## src/rtl/rst_irq_ctrl.sv

```systemverilog
module rst_irq_ctrl #(
  parameter int N_RST = 5,
  parameter int N_SRC = 4,
  parameter int DW    = 32,
  parameter int AW    = 2
) (
  input  logic             clk,
  input  logic             rst_n,
  input  logic             wr_en,
  input  logic [AW-1:0]    addr,
  input  logic [DW-1:0]    wr_data,
  output logic [DW-1:0]    rd_data,
  input  logic [N_SRC-1:0] done_pulse,
  output logic [N_RST-1:0] grp_rst_n,
  output logic             host_irq
);
  localparam int EN_LSB  = 8;
  localparam int MEN_BIT = 16;
  localparam int FRC_BIT = 17;
  localparam int RAW_BIT = 8;
  localparam logic [AW-1:0] A_CTRL = AW'(0);
  localparam logic [AW-1:0] A_DONE = AW'(1);

  logic [N_RST-1:0] rst_q;
  logic [N_SRC-1:0] en_q, done_q, clr_mask;
  logic             men_q, frc_q, raw;

  wire wr_ctrl = wr_en && (addr == A_CTRL);
  wire wr_done = wr_en && (addr == A_DONE);

  assign clr_mask  = wr_done ? wr_data[N_SRC-1:0] : '0;
  assign raw       = (|(done_q & en_q)) | frc_q;
  assign grp_rst_n = rst_q;

  always_ff @(posedge clk or negedge rst_n) begin
    if (!rst_n) begin
      rst_q <= '0;
      en_q  <= '0;
      men_q <= 1'b0;
      frc_q <= 1'b0;
    end else if (wr_ctrl) begin
      rst_q <= wr_data[N_RST-1:0];
      en_q  <= wr_data[EN_LSB +: N_SRC];
      men_q <= wr_data[MEN_BIT];
      frc_q <= wr_data[FRC_BIT];
    end
  end

  always_ff @(posedge clk or negedge rst_n) begin
    if (!rst_n) done_q <= '0;
    else        done_q <= (done_q & ~clr_mask) | done_pulse;
  end

  always_ff @(posedge clk or negedge rst_n) begin
    if (!rst_n) host_irq <= 1'b0;
    else        host_irq <= men_q & raw;
  end

  always_comb begin
    rd_data = '0;
    case (addr)
      A_CTRL: begin
        rd_data[N_RST-1:0]         = rst_q;
        rd_data[EN_LSB +: N_SRC]   = en_q;
        rd_data[MEN_BIT]           = men_q;
        rd_data[FRC_BIT]           = frc_q;
      end
      A_DONE: begin
        rd_data[N_SRC-1:0] = done_q;
        rd_data[RAW_BIT]   = raw;
      end
      default: rd_data = '0;
    endcase
  end

  logic [N_SRC-1:0] keep;
  assign keep = done_q & ~clr_mask;

  p_irq_gated_r6: assert property (@(posedge clk) disable iff (!rst_n)
    host_irq |-> $past(men_q));

  p_force_irq_r5: assert property (@(posedge clk) disable iff (!rst_n)
    (men_q && frc_q) |=> host_irq);

  p_done_held_r3: assert property (@(posedge clk) disable iff (!rst_n)
    1'b1 |=> ((done_q & $past(keep)) == $past(keep)));

  p_set_wins_r4: assert property (@(posedge clk) disable iff (!rst_n)
    (|done_pulse) |=> ((done_q & $past(done_pulse)) == $past(done_pulse)));

  p_rst_load_r2: assert property (@(posedge clk) disable iff (!rst_n)
    wr_ctrl |=> (grp_rst_n == $past(wr_data[N_RST-1:0])));

  p_idle_irq_r8: assert property (@(posedge clk) disable iff (!rst_n)
    (!frc_q && ((done_q & en_q) == '0)) |=> !host_irq);

endmodule

```

## config.mk

```make
export PLATFORM = sky130hd
export DESIGN_NAME = rst_irq_ctrl
export DESIGN_NICKNAME = d
export VERILOG_FILES = /design/src/rtl/rst_irq_ctrl.sv
export SDC_FILE = /design/constraint.sdc
export NUM_CORES = 1
export LEC_CHECK = 0
export CORE_MARGIN = 2
export CORE_UTILIZATION = 65
export CTS_CLUSTER_DIAMETER = 40
export DETAILED_ROUTE_END_ITERATION = 6
export DONT_BUFFER_PORTS = 1
export MAX_ROUTING_LAYER = met4
export PLACE_DENSITY = 0.81
export SYNTH_ARGS = -nofsm -noshare
export SYNTH_HDL_FRONTEND = slang
export SYNTH_SLANG_ARGS = --single-unit
```

## constraint.sdc

```tcl
create_clock -name clk -period 1.55 [get_ports clk]
set_input_delay 0.155 -clock clk [delete_from_list [all_inputs] [get_ports clk]]
set_output_delay 0.155 -clock clk [all_outputs]
set_load 0.01 [all_outputs]
```

After elaboration in Yosys (flattened, before gate mapping). Cells that the tools add are included. W data, S select, Z words.

Flip-flop bits (word level): 16. Input port bits: 41. Output and inout port bits: 38. Word-level logic and storage cells: 23.

Eq/ne operators: 1. Mux-type cells: 6. Bitwise operators: 6. Reduce and logical (&&, ||, !) cells: 4.

Operators by type and width (count): $and A4 B4 Y4 (2); $pmux W4 S2 (1); $mux W4 (1); $not A4 Y4 (1); $or A4 B4 Y4 (1); $reduce_or A4 Y1 (1); $mux W3 (1); $eq A2 B1 Y1 const B (1); $logic_and A1 B1 Y1 (2); $logic_not A2 Y1 (1); $mux W2 (1); $pmux W1 S2 (1); $and A1 B1 Y1 (1); $mux W1 (1); $or A1 B1 Y1 (1).

Depth between registers and ports, before layout.
Word-level depth: 6. Mapped depth: 5. Mapped depth without buffers: 3.

Least setup slack after synthesis. Ideal clock, no wire load.

Kind: input to register. Start: input addr[0]. End: register en_q[0]. Arrival: 1063 ps. Setup slack: 362 ps. Cell stages on the path: 5. Path through: buf_4 -> nor2_2 -> and2_4 -> buf_6 -> mux2_4.

Word-level cells in the longest chain between the ends: 2.

Ends and longest elaborated chain: start, declared (line 10) `input logic [AW-1:0] addr,`; $logic_not A2 Y1 (line 28) `wire wr_ctrl = wr_en && (addr == A_CTRL);`; $logic_and A1 B1 Y1 (line 28); end signal, assigned (line 43) `en_q <= wr_data[EN_LSB +: N_SRC];`; end, declared (line 25) `logic [N_SRC-1:0] en_q, done_q, clr_mask;`.

No other way between the ends. A chain may end at the register's enable or synchronous reset.

Worst setup path after layout.
Start: register done_q[1]. End: output rd_data[8].

Word-level cells in the longest chain between the ends: 4.

Ends and longest elaborated chain: start, declared (line 25); start signal, assigned (line 51) `else done_q <= (done_q & ~clr_mask) | done_pulse;`; $and A4 B4 Y4 (line 32) `assign raw = (|(done_q & en_q)) | frc_q;`; $reduce_or A4 Y1 (line 32); $or A1 B1 Y1 (line 32); $pmux W1 S2 (line 61) `case (addr)`; end, declared (line 12) `output logic [DW-1:0] rd_data,`.

No other way between the ends.

==> PnR_summary.wiki <==
{| class="wikitable"
! Metric !! Value
|-
| Diodes inserted || 0
|-
| Num CTS Buffers || 3
|-
| Length in cells of the worst reg-to-reg path || 3
|-
| Transition time of the tightest slew-check pin || 0.702 ns
|-
| Initial core utilization || between 70% and 80%
|-
| Clock-pin slew of the registers on the worst-case setup and hold paths || 0.09 ns
|-
| Portion of the clock cycle consumed by the worst path in the final layout || a little over nine tenths
|-
| Worst-case headroom to the max-slew limit || a little over half
|-
| Required time at the endpoint of the critical path || about 1.4 ns
|-
| Cell variety after synth || 21
|-
| Length of the first detailed-routing pass in iterations || 4
|-
| Most repeated cell in the gate-level netlist after synthesis || buf_4
|-
| Share of cells above drive strength 1 || approximately 20%
|-
| Horiz. Die Dim || about 42 µm
|-
| Worst-case clock skew || around 0.0036 ns
|-
| Post-synthesis to final-layout area growth || 2.23%
|-
| Post-synth top area cell || dfrtp_1
|-
| Final core utilization || between 70% and 80%
|-
| Fraction of power consumed by combinational cells || around 22%
|-
| Number of antenna violations at the first check in global routing || 0
|-
| Placement row count || 13
|-
| Post-CTS setup buffers || 0
|-
| Filler Cell Count || slightly below 100
|-
| Via count || ~570
|-
| Clock power share || between 20% and 30%
|-
| Cell depth of the worst min-delay path || 1
|-
| Largest buffer count on any clock path || 2
|-
| Unrepaired setup endpoints after global routing || false
|-
| DRC Markers || 0
|-
| Synth Area per Inst || about 11 µm²
|-
| Status || completed
|-
| Area share of the leading cell type in the synthesized netlist || a little over two fifths
|-
| H-tree Lvls || 1
|-
| Final hold violation count || 0
|-
| Largest vdd supply drop || slightly above 0.7 mV
|-
| Leading post-synthesis cells by cell area || dfrtp_1 (42%), buf_4 (17%), mux2_4 (16%)
|-
| Max Slew Vio Count || 0
|-
| Shortest clock period the worst path allows after layout || ~1.5 ns
|-
| Clock root buffer master || clkbuf_4
|-
| Number of DRC markers in iteration 0 || 11
|-
| Critical Path End Type || output pin
|-
| Synth async-reset ratio || 100%
|-
| Switching part of the total || 29.8%
|-
| Dominant register cell in the synthesized netlist || dfrtp_1
|-
| Max Freq || 0.675 GHz
|-
| Switching power || 0.000293 W
|-
| Number of global-route vias before repair || 568
|-
| Number of synthesized flops with an enable pin || 0
|-
| Average wire length per cell after detail routing || approximately 17 µm
|-
| Sequential share of power || ~56%
|-
| Leakage power || roughly 0.46 nW
|-
| Boundary pin count || between 70 and 80
|-
| Setup TNS || 0 ns
|-
| Startpoint type of the worst setup path || flop
|-
| Clock Latency Late Sink || between 0.2 and 0.3 ns
|-
| Mean number of vias per cell || between 5 and 6
|-
| Highest fanout seen on the critical path || 3
|-
| Core area || around 1300 µm²
|-
| Total die area || between 1500 and 2000 µm²
|-
| Wire length of the first global-routing pass || between 2000 and 3000 µm
|-
| Final estimated routing congestion in global placement || between 0.7 and 0.8
|-
| Remaining number of nets flagged by the antenna check after routing || 0
|-
| Share of the yosys chip area belonging to registers || around 42%
|-
| Synth top cells by count || buf_4 (22), dfrtp_1 (16), mux2_4 (10)
|-
| Total of endpoints with negative setup slack in the final report || 0
|-
| Number of port buffers || 0
|-
| Flip-flop and latch count after synthesis || 16
|-
| Syn Std Cell Area || 952 µm²
|-
| Wirelength, routed || 1810 µm
|-
| Arr. time, crit path || 1.33 ns
|-
| Warning count from the yosys run || 0
|-
| HPWL after detailed placement || approximately 1200 µm
|-
| Instance count of the mapped netlist || 84
|-
| Class of the tightest hold or removal check || primary input to flop
|-
| Largest net degree at the start of global routing || 17
|-
| Nets || 134
|-
| Type of the worst setup path || flop to output pin
|-
| Total global routing track utilization || 21.0%
|-
| Clock tree from TritonCTS || done
|-
| Internal power || between 0.0006 and 0.0007 W
|-
| Power per cell area || 1010 nW/µm²
|-
| Total congestion overflow || 0
|-
| Die height || 42.3 µm
|-
| Number of clock sinks || 16
|-
| Max-cap violations || 0
|}
-- through the flow --
| stage | cell area, µm² | instances | hold slack, ns | setup slack [ns] | total power [W] |
|---|---|---|---|---|---|
| final | 973 | 106 | 0.0173 | 0.0696 | 0.000982 |
| after global routing | 973 | 106 | 0.00330 | 0.0126 | 0.00104 |
| after CTS | 953 | 104 | 0.00236 | 0.0607 | 0.000981 |
| after detailed placement | 870 | 96 | -0.140 | 0.283 | 0.000742 |
| after global placement | 870 | 96 | -0.140 | 0.322 | 0.000733 |
| after floorplan | 1030 | 104 | -0.141 | 0.362 | 0.000756 |
-- critical path, cell delays in order (launching register included) --
cell and delay (ns):
dfrtp_1 0.42, a22o_1 0.25, a211oi_2 0.22, o22ai_2 0.16
-- sequential cells by signal (all words and copies together), names as in the netlist --
name       count
grp_rst_n      5
done_q         4
en_q           4
frc_q          1
host_irq       1
men_q          1
-- routing by layer --
layer  vias to the layer above  part of all wire (%)  GRT usage, %
li1                        251                     -             -
met1                       274                    37          24.0
met2                        39                    53          35.1
met3                         2                   9.0          4.74
met4                         0                  0.22          9.38
met5                         -                     0             -
-- kinds of logic (layout without fill, tap and decap cells) --
group                  Yosys count  after routing  synth area share, %
AO/OA/AOI/OAI                    9              9                 6.83
buffers and inverters           24             11                 18.9
other                            1             21                0.394
multiplexers                    15             15                 21.2
flip-flops                      16             16                 42.0
AND/OR/NAND/NOR                 19             19                 10.6
-- layout by cell type (no fill, tap or decap), types with 3 or more instances in the layout --
cell type      instances
conb_1                21
nand2_1                5
nor2_1                 4
and2_1                 6
mux2i_1                4
dlygate4sd3_1          7
clkbuf_4               3
a21o_1                 4
mux2_4                10
dfrtp_1               16
-- power groups by stage --
stage | sequential (W) | clock [W] | combinational, W
4_1_cts | 0.000550 | 0.000221 | 0.000209
6_report | 0.000554 | 0.000211 | 0.000218
3_5_place_dp | 0.000556 | 0 | 0.000186
2_1_floorplan | 0.000540 | 0 | 0.000216
5_1_grt | 0.000561 | 0.000238 | 0.000239
3_3_place_gp | 0.000553 | 0 | 0.000180
-- final cells by class --
| class | instances | area [µm²] | share of cell area (%) |
|---|---|---|---|
| clock buffers | 3 | 22.5 | 2.31 |
| flip-flops and latches | 16 | 400 | 41.1 |
| well taps | 15 | 18.8 | 1.93 |
| repair buffers | 7 | 70.1 | 7.20 |
| multi-input cells | 64 | 458 | 47.0 |
| inverters | 1 | 3.75 | 0.386 |
-- final timing paths --
check | slack (ns) | start | end
max | 0.07 | done_q[1] | rd_data[8]
min | 0.02 | wr_data[17] | frc_q
max reg2reg | 0.41 | done_q[1] | host_irq
min reg2reg | 0.54 | en_q[0] | en_q[0]
max in group asynchronous | 0.75 | rst_n | en_q[3]
min in group asynchronous | 0.36 | rst_n | grp_rst_n[0]
-- what timing repair did --
item                                    CTS  global route
endpoints found under the setup margin    1             0
hold endpoints to repair                 20             2
gates resized for setup                   2             0
hold buffers                              5             2
Note: power is estimated with default switching activity, not from simulation.
